`config.mk`:
```
export PLATFORM = sky130hd
export DESIGN_NAME = burst_sram_core
export DESIGN_NICKNAME = d
export VERILOG_FILES = /design/src/rtl/burst_sram_pkg.sv /design/src/rtl/burst_sram_ctrl.sv /design/src/rtl/burst_sram_dp.sv /design/src/rtl/burst_sram_core.sv
export SDC_FILE = /design/constraint.sdc
export NUM_CORES = 1
export LEC_CHECK = 0
export BUFFER_PORTS_ARGS = -buffer_cell sky130_fd_sc_hd__buf_4
export CORE_ASPECT_RATIO = 0.7
export CORE_UTILIZATION = 55
export CTS_BUF_LIST = sky130_fd_sc_hd__clkbuf_16
export CTS_CLUSTER_SIZE = 28
export DETAILED_ROUTE_END_ITERATION = 10
export PLACE_DENSITY_LB_ADDON = 0.05
export SYNTH_ARGS = -nofsm -noshare
export SYNTH_HDL_FRONTEND = slang
export SYNTH_SLANG_ARGS = --single-unit
```
`constraint.sdc`:
```
create_clock -name clk -period 3.7 [get_ports clk]
set_input_delay 0.185 -clock clk [delete_from_list [all_inputs] [get_ports clk]]
set_output_delay 0.185 -clock clk [all_outputs]
set_load 0.005 [all_outputs]
```
`src/rtl/burst_sram_pkg.sv`:
```
package burst_sram_pkg;
  localparam int LANES  = 4;
  localparam int LANE_W = 8;
  localparam int DATA_W = LANES * LANE_W;
  localparam int BURST_LEN = 4;
  localparam int STEP_W = $clog2(BURST_LEN);

  typedef enum logic [2:0] {
    CYC_IDLE,
    CYC_DESEL,
    CYC_START,
    CYC_STEP,
    CYC_HOLD
  } cycKind_e;

  typedef struct packed {
    logic             rdEn;
    logic             wrEn;
    logic [LANES-1:0] laneWr;
    logic             busOff;
  } memCmd_t;

  function automatic logic [STEP_W-1:0] burstOffset(
    input logic [STEP_W-1:0] startLo,
    input logic [STEP_W-1:0] step,
    input logic              linear
  );
    return linear ? (startLo + step) : (startLo ^ step);
  endfunction
endpackage

```
`src/rtl/burst_sram_ctrl.sv`:
```
module burst_sram_ctrl
  import burst_sram_pkg::*;
#(
  parameter int ADDR_W   = 4,
  parameter int WAKE_CYC = 2
) (
  input  logic              clk,
  input  logic              rstN,
  input  logic              enPrimN,
  input  logic              enHigh,
  input  logic              enAuxN,
  input  logic              cpuStrobeN,
  input  logic              memStrobeN,
  input  logic              advanceN,
  input  logic              allWriteN,
  input  logic              byteWriteN,
  input  logic [LANES-1:0]  laneSelN,
  input  logic              sleepIn,
  input  logic              linearOrder,
  input  logic [ADDR_W-1:0] addrIn,
  output memCmd_t           cmd,
  output logic [ADDR_W-1:0] memAddr,
  output logic              wakeFault
);
  localparam int CNT_W = $clog2(WAKE_CYC + 1);

  logic              burstAct;
  logic [ADDR_W-1:0] baseAddr;
  logic [STEP_W-1:0] stepCnt;
  logic [STEP_W-1:0] nextStep;
  logic [CNT_W-1:0]  wakeCnt;
  logic              faultQ;

  logic     selected, cpuStart, memStart, writeReq, recovering, blocked;
  logic     isWrite, access;
  cycKind_e kind;

  always_comb begin
    selected   = !enPrimN && enHigh && !enAuxN;
    cpuStart   = !cpuStrobeN && !enPrimN;
    memStart   = !memStrobeN;
    writeReq   = !allWriteN || (!byteWriteN && (laneSelN != '1));
    recovering = (wakeCnt != '0);
    blocked    = sleepIn || recovering;
    nextStep   = stepCnt + 1'b1;
  end

  always_comb begin
    kind    = CYC_IDLE;
    isWrite = 1'b0;
    if (!blocked) begin
      if ((cpuStart || memStart) && !selected) begin
        kind = CYC_DESEL;
      end else if (cpuStart) begin
        kind = CYC_START;
      end else if (memStart) begin
        kind    = CYC_START;
        isWrite = writeReq;
      end else if (burstAct && !advanceN) begin
        kind    = CYC_STEP;
        isWrite = writeReq;
      end else if (burstAct) begin
        kind    = CYC_HOLD;
        isWrite = writeReq;
      end
    end
  end

  always_comb begin
    case (kind)
      CYC_START: memAddr = addrIn;
      CYC_STEP:  memAddr = {baseAddr[ADDR_W-1:STEP_W],
                            burstOffset(baseAddr[STEP_W-1:0], nextStep, linearOrder)};
      default:   memAddr = {baseAddr[ADDR_W-1:STEP_W],
                            burstOffset(baseAddr[STEP_W-1:0], stepCnt, linearOrder)};
    endcase
    access     = (kind == CYC_START) || (kind == CYC_STEP) || (kind == CYC_HOLD);
    cmd.rdEn   = access && !isWrite;
    cmd.wrEn   = access && isWrite;
    cmd.laneWr = !allWriteN ? '1 : (byteWriteN ? '0 : ~laneSelN);
    cmd.busOff = sleepIn;
  end

  always_ff @(posedge clk) begin
    if (!rstN) begin
      burstAct <= 1'b0;
      baseAddr <= '0;
      stepCnt  <= '0;
      wakeCnt  <= '0;
      faultQ   <= 1'b0;
    end else begin
      case (kind)
        CYC_START: begin
          baseAddr <= addrIn;
          stepCnt  <= '0;
          burstAct <= 1'b1;
        end
        CYC_STEP:  stepCnt  <= nextStep;
        CYC_DESEL: burstAct <= 1'b0;
        default: ;
      endcase
      if (sleepIn) begin
        burstAct <= 1'b0;
        wakeCnt  <= CNT_W'(WAKE_CYC);
      end else if (recovering) begin
        wakeCnt <= wakeCnt - 1'b1;
      end
      faultQ <= !sleepIn && recovering && (selected || !cpuStrobeN || !memStrobeN);
    end
  end

  assign wakeFault = faultQ;
endmodule

```
`src/rtl/burst_sram_dp.sv`:
```
module burst_sram_dp
  import burst_sram_pkg::*;
#(
  parameter int ADDR_W = 4
) (
  input  logic              clk,
  input  logic              rstN,
  input  memCmd_t           cmd,
  input  logic [ADDR_W-1:0] memAddr,
  input  logic [DATA_W-1:0] dataIn,
  input  logic              outEnN,
  output logic [DATA_W-1:0] dataOut,
  output logic              busDrive
);
  localparam int DEPTH = 1 << ADDR_W;

  logic              rdValid;
  logic [DATA_W-1:0] rdWord;

  for (genvar g = 0; g < LANES; g++) begin : gLane
    logic [LANE_W-1:0] store [DEPTH];
    logic [LANE_W-1:0] laneQ;
    always_ff @(posedge clk) begin
      if (cmd.wrEn && cmd.laneWr[g]) store[memAddr] <= dataIn[g*LANE_W +: LANE_W];
      if (cmd.rdEn) laneQ <= store[memAddr];
    end
    assign rdWord[g*LANE_W +: LANE_W] = laneQ;
  end

  always_ff @(posedge clk) begin
    if (!rstN) rdValid <= 1'b0;
    else       rdValid <= cmd.rdEn;
  end

  assign busDrive = rdValid && !outEnN && !cmd.busOff && !cmd.wrEn;
  assign dataOut  = rdWord;
endmodule

```
`src/rtl/burst_sram_core.sv`:
```
module burst_sram_core
  import burst_sram_pkg::*;
#(
  parameter int ADDR_W   = 4,
  parameter int WAKE_CYC = 2
) (
  input  logic              clk,
  input  logic              rstN,
  input  logic              enPrimN,
  input  logic              enHigh,
  input  logic              enAuxN,
  input  logic              cpuStrobeN,
  input  logic              memStrobeN,
  input  logic              advanceN,
  input  logic              allWriteN,
  input  logic              byteWriteN,
  input  logic [3:0]        laneSelN,
  input  logic              outEnN,
  input  logic              sleepIn,
  input  logic              linearOrder,
  input  logic [ADDR_W-1:0] addrIn,
  input  logic [31:0]       dataIn,
  output logic [31:0]       dataOut,
  output logic              busDrive,
  output logic              wakeFault
);
  memCmd_t           cmd;
  logic [ADDR_W-1:0] memAddr;

  burst_sram_ctrl #(.ADDR_W(ADDR_W), .WAKE_CYC(WAKE_CYC)) u_ctrl (
    .clk(clk), .rstN(rstN),
    .enPrimN(enPrimN), .enHigh(enHigh), .enAuxN(enAuxN),
    .cpuStrobeN(cpuStrobeN), .memStrobeN(memStrobeN), .advanceN(advanceN),
    .allWriteN(allWriteN), .byteWriteN(byteWriteN), .laneSelN(laneSelN),
    .sleepIn(sleepIn), .linearOrder(linearOrder), .addrIn(addrIn),
    .cmd(cmd), .memAddr(memAddr), .wakeFault(wakeFault)
  );

  burst_sram_dp #(.ADDR_W(ADDR_W)) u_dp (
    .clk(clk), .rstN(rstN), .cmd(cmd), .memAddr(memAddr),
    .dataIn(dataIn), .outEnN(outEnN), .dataOut(dataOut), .busDrive(busDrive)
  );
endmodule

```
==> impl_metrics.py, run 1 <==
metrics = {
    "setup_path": {
        "arrival_ns": 3.61,
        "setup.worst_path.start_class": "flip-flop",
        "rrSetupSlack_ns": 0.40,
        "cp_common_cell": "buf_12",
        "cp_max_fo": 31,
        "crit_path_max_incr_delay_ns": 0.50,
        "r2r-start": "u_ctrl.wakeCnt[1]$_SDFFE_PN0P_",
        "end_kind": "flip-flop",
        "worstRegToRegCells": 10,
        "cpMaxStageDelayCell": "or4_1",
        "required_ns": 4.00,
        "path_class": "flip-flop to flip-flop",
        "r2r-end": "u_dp.gLane[1].laneQ[7]$_DFFE_PP_",
        "path_cells": "or3_4 > a21oi_4 > a21oi_1 > a311oi_4 > buf_12 > buf_12 > buf_4 > mux2i_1 > o22ai_1 > or4_1",
    },
    "drt": {
        "drt-initial-drc-count": 1125,
        "via_count": 11500,
        "first_pass_iters": 5,
        "wire_per_inst_um": 24.0,
        "antenna_left": 0,
        "drt-vias-per-instance": 5.77,
        "drc": 0,
        "totalWireLength_um": 47700,
    },
    "final_layout": {
        "nNetsFinal": 1477,
        "final_cell_area_um2": 25300,
        "layout-drive-gt1-share_pct": 19.0,
        "fin_cells": 1989,
        "fill_cells": 2735,
        "area_growth_pct": 16.8,
        "fin_util_pct": 65.5,
        "diodes": 0,
    },
    "floorplanning": {
        "core_area_um2": 38600,
        "die_h_um": 168,
        "die-width_um": 239,
        "die_area_um2": 40200,
        "start_util_pct": 56.1,
        "num_rows": 60,
        "ioPinCount": 87,
    },
    "global_routing": {
        "grt_max_degree": 40,
        "grtUsageTotal_pct": 24.2,
        "antenna_found_initial": 0,
        "grt_pass1_wl_um": 70600,
        "grt_overflow": 0,
        "grt_pass1_vias": 11200,
    },
    "logic_synthesis": {
        "syn_nets": 1264,
        "synth_seq_area_share_pct": 76.5,
        "synthAdderAreaFrac_pct": 0.116,
        "synth_xor_area_share_pct": 0.220,
        "yosys.area_share.simple_pct": 4.27,
        "yosys_warnings": 0,
        "synth_top_family_by_area": "multiplexers",
        "synth-edff-count": 544,
        "synth.avg_cell_area_um2": 17.9,
        "synth_compound_area_share_pct": 4.69,
        "syn_area_um2": 21700,
        "synthCells": 1209,
        "synth_seq_cells": 555,
        "synth_cell_types": 49,
        "synth-main-ff-cell": "edfxtp_1",
        "ys_async_sr_fraction_pct": 0,
        "synthMuxAreaShare_pct": 12.1,
    },
    "clock_tree": {
        "cts-buffers-inserted": 50,
        "cts.sinks": 555,
        "holdBufCountCts": 43,
        "cts.clk_slew.worst_paths_ns": 0.06,
        "clock_latency_ns": 0.57,
        "clk_path_buf_depth": 3,
        "cts_setup_buffers": 0,
        "ctsHtreeMaxLevel": 2,
        "cts_root_buf": "clkbuf_16",
        "cts_tree": "built",
        "cts_resized": 0,
    },
    "sta": {
        "finalClockSkew_ns": 0.0110,
        "finalMaxSlewViolations": 0,
        "finalSetupViolCount": 0,
        "min_period_over_period_pct": 89.2,
        "fmax_mhz": 303,
        "min_period_ns": 3.30,
        "rsz0062_at_grt": "no",
        "relSlewSlack_pct": 60.0,
        "finalHoldViolCount": 0,
        "tns_ns": 0,
        "worst_pin_slew_ns": 0.599,
    },
    "min_path": {
        "hold_start": "enAuxN",
        "hold_path_end": "u_ctrl.wakeFault$_SDFF_PN0_",
        "hold_path_class": "input port to flip-flop",
        "min_path_cells": 3,
    },
    "power": {
        "ir_drop_mv": 0.475,
        "pwr-share-seq_pct": 55.6,
        "p_leak_uw": 0.00988,
        "pwr-share-comb_pct": 6.8,
        "sw_frac_of_total_pct": 20.9,
        "powerDensity_nw_per_um2": 492,
        "p_int_uw": 9850,
        "p_switching_uw": 2600,
        "power_uw": 12500,
        "clock_power_share_pct": 37.6,
    },
    "placement": {
        "portBuffers": 86,
        "place_inst": 1854,
        "hpwlAfterDp_um": 29400,
        "placed_cell_area_um2": 23400,
        "gp_congestion": 0.811,
    },
    "status": {
        "run_status": "finished, final reports clean",
    },
    "job": {
        "drv_cap": 0,
    },
}
-- registers in the layout (all words and copies together) (netlist names) --
signal and flops:
u_dp.gLane.store 512, u_ctrl.burstAct 1, u_ctrl.baseAddr 4, u_dp.rdValid 1, u_ctrl.wakeCnt 2, u_dp.gLane.laneQ 32
u_ctrl.stepCnt 2, u_ctrl.wakeFault 1
-- cell type report --
| type | instances | area, µm² | area share [%] |
|---|---|---|---|
| inverters | 4 | 15.0 | 0.0594 |
| clock inverters | 41 | 190 | 0.752 |
| repair buffers | 228 | 1920 | 7.59 |
| well taps | 527 | 659 | 2.61 |
| multi-input cells | 583 | 4670 | 18.5 |
| clock buffers | 51 | 1280 | 5.05 |
| flip-flops and latches | 555 | 16600 | 65.5 |
-- stage by stage --
stage	setup slack (ns)	hold slack, ns
floorplan	0.913	0.284
global placement	0.467	0.448
detailed placement	0.342	0.465
CTS	0.371	0.0574
global route	0.226	0.0649
finish	0.399	0.0866
-- cell families (layout without fill, tap and decap cells) --
kind of cell               count (synthesis)  in the layout
muxes                                    262            262
DFF                                      555            555
and+or+nand+nor                          163            163
xor gates and xnor gates                   3              3
adders and majority gates                  2              2
AOI/OAI and AO/OA                        153            153
buffers and inverters                     71            324
-- layer usage --
layer	part of all wire [%]	track usage [%]	vias to the layer above
met5	0	0	-
met3	6.6	3.95	60
met4	1.7	5.38	0
met1	46	36.8	5819
li1	-	-	5249
met2	45	37.1	348
-- power groups by stage --
stage | clock, µW | combinational (µW) | sequential, µW
floorplan | 0 | 538 | 7070
global placement | 0 | 802 | 7060
detailed placement | 0 | 817 | 7060
CTS | 4760 | 853 | 6930
global route | 5000 | 909 | 6920
finish | 4680 | 849 | 6930
-- worst max path at each step --
stage                                              start                                   end  cells past startpoint
after CTS                 u_ctrl.wakeCnt[1]$_SDFFE_PN0P_      u_dp.gLane[1].laneQ[7]$_DFFE_PP_                     10
after detailed placement                         enPrimN      u_dp.gLane[1].laneQ[7]$_DFFE_PP_                     11
final                     u_ctrl.wakeCnt[1]$_SDFFE_PN0P_      u_dp.gLane[1].laneQ[7]$_DFFE_PP_                     10
after floorplan           u_ctrl.wakeCnt[1]$_SDFFE_PN0P_  u_dp.gLane[1].store[11][0]$_DFFE_PP_                      9
after global routing      u_ctrl.wakeCnt[1]$_SDFFE_PN0P_      u_dp.gLane[1].laneQ[7]$_DFFE_PP_                     10
after global placement                           enPrimN      u_dp.gLane[1].laneQ[0]$_DFFE_PP_                     11
-- synth_stat cells, types with 2 or more instances --
cell	n	area [µm²]
clkbuf_1	7	26.3
buf_6	9	101
buf_2	27	135
a21oi_1	5	25.0
or4_1	33	248
nand2_1	12	45.0
nor2b_1	7	43.8
nor3_1	2	10.0
or2_1	5	31.3
ha_1	2	25.0
edfxtp_1	544	16300
o21ai_0	5	25.0
nor3b_1	2	15.0
or2_2	16	100
nor2_1	68	255
dfxtp_1	11	220
nand2b_1	3	18.8
a31oi_4	2	42.5
inv_1	4	15.0
nand2b_4	4	55.1
a31oi_2	2	25.0
mux2i_1	261	2610
o22ai_1	128	801
buf_4	24	180
a21boi_0	2	15.0
-- cell usage in the layout (no fill, tap or decap), types with 16 or more instances in the layout --
| master | instances |
|---|---|
| or2_2 | 16 |
| mux2i_1 | 261 |
| buf_4 | 177 |
| clkbuf_16 | 51 |
| inv_1 | 32 |
| o22ai_1 | 128 |
| edfxtp_1 | 544 |
| nor2_1 | 68 |
| or4_1 | 33 |
| dlygate4sd3_1 | 43 |
-- worst max-delay path: cells and delay by family (launching register included) --
family | cells | cell delay [ns]
AOI/OAI and AO/OA | 4 | 0.82
muxes | 1 | 0.21
DFF | 1 | 0.34
and+or+nand+nor | 2 | 0.94
buffers and inverters | 3 | 0.68
No activity file was read; power rests on OpenSTA's default activity.
==> inputs of run 2 (changes only) <==
--- a/config.mk
+++ b/config.mk
@@ -7,7 +7,7 @@
 export LEC_CHECK = 0
 export BUFFER_PORTS_ARGS = -buffer_cell sky130_fd_sc_hd__buf_4
 export CORE_ASPECT_RATIO = 0.7
-export CORE_UTILIZATION = 55
+export CORE_UTILIZATION = 60
 export CTS_BUF_LIST = sky130_fd_sc_hd__clkbuf_16
 export CTS_CLUSTER_SIZE = 28
 export DETAILED_ROUTE_END_ITERATION = 10
==> constraint.sdc (replaced) <==
create_clock -name clk -period 4.14 [get_ports clk]
set_input_delay 0.207 -clock clk [delete_from_list [all_inputs] [get_ports clk]]
set_output_delay 0.207 -clock clk [all_outputs]
set_load 0.005 [all_outputs]
==> run 2 against run 1 <==
Against the previous run: clock power is 2% lower; global-route usage is 1.5 points higher; power is 7.7% lower; critical path depth is 1 lower; clock-buffer cell count is 2 higher; final cell count is 4.0% lower; first-iteration DRC count is 7.8% lower; combinational power is 13% lower; utilization is 6.1 points higher; worst setup slack better by 0.32 ns; sequential cell count stayed put; design area is 0.59% lower; critical endpoint unchanged.
==> impl_metrics.py, run 2 (synthesized netlist as in run 1, its figures left out) <==
metrics = {
    "drt": {
        "drc": 0,
        "first_pass_iters": 5,
        "via_count": 11500,
        "antenna_left": 0,
        "drt-initial-drc-count": 1037,
        "totalWireLength_um": 46600,
        "drt-vias-per-instance": 6.04,
        "wire_per_inst_um": 24.4,
    },
    "sta": {
        "min_period_ns": 3.42,
        "relSlewSlack_pct": 38.6,
        "worst_pin_slew_ns": 0.918,
        "rsz0062_at_grt": "no",
        "min_period_over_period_pct": 82.6,
        "tns_ns": 0,
        "finalMaxSlewViolations": 0,
        "finalClockSkew_ns": 0.0123,
        "finalHoldViolCount": 0,
        "fmax_mhz": 292,
        "finalSetupViolCount": 0,
    },
    "clock_tree": {
        "cts_tree": "built",
        "cts.sinks": 555,
        "cts_root_buf": "clkbuf_16",
        "cts.clk_slew.worst_paths_ns": 0.06,
        "clock_latency_ns": 0.57,
        "ctsHtreeMaxLevel": 2,
        "clk_path_buf_depth": 3,
        "cts-buffers-inserted": 50,
    },
    "final_layout": {
        "diodes": 0,
        "reg.largest.list": "u_dp.gLane.store: 512 flops, u_dp.gLane.laneQ: 32 flops, u_ctrl.baseAddr: 4 flops",
        "fill_cells": 2252,
        "top_register": "u_dp.gLane.store",
        "layout_commonest_cell": "edfxtp_1",
        "largest_reg_flops": 512,
        "nNetsFinal": 1450,
        "layout-drive-gt1-share_pct": 18.7,
        "area_growth_pct": 16.1,
        "seq_area_um2": 16600,
        "fin_util_pct": 71.6,
        "final_cell_mix": "edfxtp_1 (544), mux2i_1 (261), buf_4 (155), o22ai_1 (128), nor2_1 (68)",
        "multi_input_area_um2": 4670,
    },
    "power": {
        "p_leak_uw": 0.00974,
        "power_uw": 11500,
        "ir_drop_mv": 0.421,
        "powerDensity_nw_per_um2": 457,
    },
    "setup_path": {
        "crit_buf_inv": 2,
        "cpMaxStageDelayCell": "or4_1",
        "cp_top_family": "simple AND/OR/NAND/NOR gates",
        "rrSetupSlack_ns": 0.72,
        "cp_max_fo": 24,
        "path_cells": "or3_4 > a21oi_4 > a21oi_1 > a311oi_4 > buf_4 > buf_4 > mux2i_1 > o22ai_1 > or4_1",
        "required_ns": 4.44,
        "r2r-end": "u_dp.gLane[1].laneQ[7]$_DFFE_PP_",
        "crit_path_max_incr_delay_ns": 0.56,
        "setup.worst_path.start_class": "flip-flop",
        "path_class": "flip-flop to flip-flop",
        "arrival_ns": 3.72,
        "worstRegToRegCells": 9,
        "r2r-start": "u_ctrl.wakeCnt[1]$_SDFFE_PN0P_",
        "cp_common_cell": "buf_4",
        "end_kind": "flip-flop",
    },
    "floorplanning": {
        "die-width_um": 229,
        "die_h_um": 161,
        "core_area_um2": 35100,
        "num_rows": 57,
        "start_util_pct": 61.7,
        "die_area_um2": 36900,
        "ioPinCount": 87,
    },
    "global_routing": {
        "grtUsageTotal_pct": 25.7,
        "grt_max_degree": 84,
        "antenna_found_initial": 1,
        "grt_pass1_vias": 11300,
        "grt_pass1_wl_um": 69600,
        "grt_overflow": 0,
    },
    "min_path": {
        "min_path_cells": 3,
        "hold_start": "enAuxN",
        "hold_path_class": "input port to flip-flop",
        "hold_path_end": "u_ctrl.wakeFault$_SDFF_PN0_",
    },
    "status": {
        "run_status": "finished, final reports clean",
    },
    "job": {
        "drv_cap": 0,
    },
    "placement": {
        "portBuffers": 86,
        "hpwlAfterDp_um": 27700,
        "gp_congestion": 0.789,
    },
}
run 2: worst max path at each step:
stage,cells after the start,end,startpoint
6_report,9,u_dp.gLane[1].laneQ[7]$_DFFE_PP_,u_ctrl.wakeCnt[1]$_SDFFE_PN0P_
5_1_grt,9,u_dp.gLane[1].laneQ[7]$_DFFE_PP_,u_ctrl.wakeCnt[1]$_SDFFE_PN0P_
4_1_cts,9,u_dp.gLane[1].laneQ[7]$_DFFE_PP_,u_ctrl.wakeCnt[1]$_SDFFE_PN0P_
3_5_place_dp,10,u_dp.gLane[1].laneQ[7]$_DFFE_PP_,enPrimN
3_3_place_gp,10,u_dp.gLane[1].laneQ[6]$_DFFE_PP_,enPrimN
2_1_floorplan,5,u_dp.gLane[0].laneQ[0]$_DFFE_PP_,enPrimN
run 2: through the flow:
stage	instances	hold slack (ns)	instance area [µm²]	worst slack (ns)
after global routing	1909	0.0905	25100	0.594
after global placement	1773	0.463	23100	0.815
final	1909	0.101	25100	0.719
after detailed placement	1773	0.473	23100	0.705
after CTS	1909	0.0786	25100	0.740
after floorplan	1209	0.306	21700	0.248
run 2: timing repair:
action                                  4_1_cts  5_1_grt
hold endpoints to repair                    523        0
gates resized for setup                       0        0
hold buffers                                 42        0
setup buffers                                 0        0
endpoints found under the setup margin        0        0
run 2: layer usage:
metal | GRT usage, % | vias up | routed length [µm]
li1 | - | 5205 | -
met1 | 39.3 | 5815 | 21200
met2 | 37.9 | 445 | 21000
met3 | 4.81 | 71 | 3370
met4 | 7.48 | 2 | 983
met5 | 0 | - | 8
run 2: power breakdown:
| part | internal (µW) | switching [µW] |
|---|---|---|
| sequential | 6180 | 5.84 |
| combinational | 319 | 417 |
| clock | 2620 | 1940 |
run 2: layout make-up:
cell class	instances	area share [%]
clock buffers	53	5.28
repair buffers	201	6.62
clock inverters	41	1.25
multi-input cells	583	18.6
well taps	472	2.35
inverters	4	0.0597
flip-flops and latches	555	65.9
run 2: worst min-delay path: stages:
cell and delay (ns):
buf_4 0.09, nor3b_2 0.08, o221a_2 0.24
==> inputs of run 3 (changes only) <==
--- a/config.mk
+++ b/config.mk
@@ -5,6 +5,7 @@
 export SDC_FILE = /design/constraint.sdc
 export NUM_CORES = 1
 export LEC_CHECK = 0
+export ABC_AREA = 1
 export BUFFER_PORTS_ARGS = -buffer_cell sky130_fd_sc_hd__buf_4
 export CORE_ASPECT_RATIO = 0.7
 export CORE_UTILIZATION = 60
==> constraint.sdc (replaced) <==
create_clock -name clk -period 3.6 [get_ports clk]
set_input_delay 0.18 -clock clk [delete_from_list [all_inputs] [get_ports clk]]
set_output_delay 0.18 -clock clk [all_outputs]
set_load 0.005 [all_outputs]
==> run 3 against run 2 <==
Against the previous run: sequential share of layout area decreased by 4.4 points; design area increased by 7.1%; final cell count increased by 58%; die area increased by 8.5%; utilization decreased by 1.8 points; sequential cell count unchanged; critical endpoint is now u_dp.gLane[2].store[8][2]$_DFFE_PP_; clock power increased by 12%; critical path depth increased by 3; largest power group unchanged; fmax increased by 16%.
==> impl_metrics.py, run 3 <==
metrics = {
    "clock_tree": {
        "cts-buffers-inserted": 51,
        "cts_root_buf": "clkbuf_16",
        "cts_setup_buffers": 0,
        "cts.sinks": 555,
        "clock_latency_ns": 0.58,
        "cts.clk_slew.worst_paths_ns": 0.06,
        "cts_tree": "built",
        "ctsHtreeMaxLevel": 2,
        "clk_path_buf_depth": 3,
    },
    "sta": {
        "worst_pin_slew_ns": 1.01,
        "relSlewSlack_pct": 32.3,
        "rsz0062_at_grt": "no",
        "min_period_over_period_pct": 82.1,
        "finalMaxSlewViolations": 0,
        "finalHoldViolCount": 0,
        "tns_ns": 0,
        "min_period_ns": 2.95,
        "finalClockSkew_ns": 0.0154,
        "finalSetupViolCount": 0,
        "fin_hold_ws_ns": 0.0433,
        "fmax_mhz": 338,
    },
    "final_layout": {
        "layout-drive-gt1-share_pct": 11.0,
        "multi_input_area_um2": 6030,
        "nNetsFinal": 2506,
        "area_growth_pct": 14.5,
        "final_cell_mix": "nand2_1 (1414), edfxtp_1 (544), buf_4 (168), inv_1 (85), nor2_1 (75)",
        "fill_cells": 2897,
        "top_register": "u_dp.gLane.store",
        "largest_reg_flops": 512,
        "layout_commonest_cell": "nand2_1",
        "fin_util_pct": 69.9,
        "fin_cells": 3019,
        "seq_area_um2": 16600,
        "reg.largest.list": "u_dp.gLane.store: 512 flops, u_dp.gLane.laneQ: 32 flops, u_ctrl.baseAddr: 4 flops",
    },
    "drt": {
        "totalWireLength_um": 56000,
        "drc": 0,
        "drt-vias-per-instance": 5.26,
        "antenna_left": 0,
        "first_pass_iters": 5,
        "via_count": 15900,
        "wire_per_inst_um": 18.5,
        "drt-initial-drc-count": 1751,
    },
    "logic_synthesis": {
        "synth_seq_area_share_pct": 70.4,
        "syn_area_um2": 23500,
        "synth_seq_cells": 555,
        "synth_top_area_cell": "edfxtp_1",
        "synth-main-ff-cell": "edfxtp_1",
        "synth-edff-count": 544,
        "synth.area.top_cells": "edfxtp_1 (69%), nand2_1 (23%), inv_1 (1.2%), nor2_1 (1.2%), buf_2 (1.1%)",
        "synth_most_common_cell": "nand2_1",
        "yosys-top-cells-count": "nand2_1 (1414), edfxtp_1 (544), inv_1 (77)",
        "synthCells": 2286,
        "synth_top_area_share_pct": 69.5,
        "yosys_warnings": 0,
        "synth_cell_types": 33,
        "ys_async_sr_fraction_pct": 0,
        "syn_nets": 2341,
        "synth.avg_cell_area_um2": 10.3,
    },
    "setup_path": {
        "crit_buf_inv": 3,
        "cpMaxStageDelayCell": "buf_4",
        "rrSetupSlack_ns": 0.65,
        "end_kind": "flip-flop",
        "cp_max_fo": 53,
        "arrival_ns": 3.28,
        "path_cells": "inv_1 > ha_1 > nand2_1 > xor2_1 > xnor2_1 > nor2_1 > nor2_4 > buf_4 > nor2_4 > nand2_1 > nor2_1 > buf_4",
        "required_ns": 3.93,
        "setup.worst_path.start_class": "flip-flop",
        "r2r-end": "u_dp.gLane[2].store[8][2]$_DFFE_PP_",
        "r2r-start": "u_ctrl.stepCnt[0]$_SDFFE_PN0N_",
        "worstRegToRegCells": 12,
        "cp_top_family": "simple AND/OR/NAND/NOR gates",
        "crit_path_max_incr_delay_ns": 0.59,
        "path_class": "flip-flop to flip-flop",
    },
    "status": {
        "run_status": "finished, final reports clean",
    },
    "floorplanning": {
        "core_area_um2": 38500,
        "die-width_um": 239,
        "ioPinCount": 87,
        "num_rows": 60,
        "die_area_um2": 40000,
        "die_h_um": 168,
        "start_util_pct": 61.0,
    },
    "job": {
        "drv_cap": 0,
    },
    "power": {
        "p_leak_uw": 0.0113,
        "ir_drop_mv": 0.427,
        "clock_power_share_pct": 39.7,
        "pwr-share-comb_pct": 5.2,
        "powerDensity_nw_per_um2": 480,
        "power_uw": 12900,
        "pwr-share-seq_pct": 55.1,
        "p_switching_uw": 2750,
        "p_int_uw": 10200,
        "sw_frac_of_total_pct": 21.2,
    },
    "global_routing": {
        "grt_overflow": 0,
        "grt_max_degree": 101,
        "grt_pass1_wl_um": 85800,
        "grt_pass1_vias": 14800,
        "grtUsageTotal_pct": 28.4,
        "antenna_found_initial": 2,
    },
    "placement": {
        "portBuffers": 86,
        "place_inst": 2887,
        "hpwlAfterDp_um": 33200,
        "gp_congestion": 0.827,
    },
    "min_path": {
        "hold_start": "addrIn[1]",
        "hold_path_class": "input port to flip-flop",
        "hold_path_end": "u_ctrl.baseAddr[1]$_SDFFE_PN0N_",
        "min_path_cells": 4,
    },
}
run 3: changes by cell type after synthesis, sizes merged, moves of 31 or more:
cell,previous run,this run
nand2,13,1421
inv,4,86
or4,33,0
mux2i,261,0
buf,60,91
o22ai,128,0
run 3: power groups by stage:
stage / Clock [µW] / Combinational, µW / Sequential, µW
after floorplan: 0 / 345 / 7270
after global placement: 0 / 629 / 7260
after detailed placement: 0 / 635 / 7260
after CTS: 5200 / 672 / 7130
after global routing: 5450 / 740 / 7120
final: 5130 / 673 / 7130
run 3: cell type report:
class / instances / share of cell area, %
multi-input combinational: 1544 / 22.4
inverter: 87 / 1.22
clock buffer: 53 / 4.93
clock inverter: 39 / 0.902
antenna: 2 / 0.0186
sequential: 555 / 61.5
timing repair buffer: 212 / 6.55
tap: 527 / 2.45
run 3: worst max-delay path by stage:
stage	end	from	cells after the start	slack (ns)
5_1_grt	u_dp.gLane[2].store[8][2]$_DFFE_PP_	u_ctrl.stepCnt[0]$_SDFFE_PN0N_	12	0.47
4_1_cts	u_dp.gLane[2].store[8][2]$_DFFE_PP_	u_ctrl.stepCnt[0]$_SDFFE_PN0N_	12	0.68
2_1_floorplan	u_dp.gLane[0].store[2][0]$_DFFE_PP_	u_ctrl.stepCnt[0]$_SDFFE_PN0N_	13	1.13
3_3_place_gp	u_dp.gLane[2].store[8][7]$_DFFE_PP_	u_ctrl.stepCnt[0]$_SDFFE_PN0N_	12	0.71
3_5_place_dp	u_dp.gLane[2].store[8][3]$_DFFE_PP_	u_ctrl.stepCnt[0]$_SDFFE_PN0N_	12	0.70
6_report	u_dp.gLane[2].store[8][2]$_DFFE_PP_	u_ctrl.stepCnt[0]$_SDFFE_PN0N_	12	0.65
run 3: repair_timing:
action	CTS	global route
hold buffers	38	0
endpoints found under the hold margin	523	0
resized for setup	0	0
endpoints found under the setup margin	0	0
run 3: logic make-up (layout without fill, tap and decap cells):
logic type | count (synthesis) | count (layout) | synth area share (%)
other | 0 | 2 | 0
buffers and inverters | 187 | 391 | 4.03
adder cells (fa/ha/maj) | 2 | 2 | 0.106
AND/OR/NAND/NOR | 1523 | 1523 | 24.9
XOR/XNOR | 4 | 4 | 0.149
flip-flops | 555 | 555 | 70.4
AO/OA/AOI/OAI | 15 | 15 | 0.346
run 3: stage by stage:
| stage | instance area [µm²] | worst slack [ns] |
|---|---|---|
| global route | 26900 | 0.469 |
| detailed placement | 25000 | 0.698 |
| floorplan | 23500 | 1.13 |
| CTS | 26900 | 0.676 |
| finish | 26900 | 0.646 |
| global placement | 25000 | 0.705 |
run 3: tightest hold or removal path, stage by stage:
cell and delay (ns):
buf_4 0.10, or2_1 0.12, nand2_1 0.05, a21oi_1 0.12
run 3: routing by layer:
layer / wire (µm) / global-route usage [%] / part of all wire [%]
met1: 25400 / 44.3 / 45
met2: 24700 / 42.0 / 44
met3: 5070 / 5.18 / 9.1
met4: 821 / 5.91 / 1.5
met5: 0 / 0 / 0
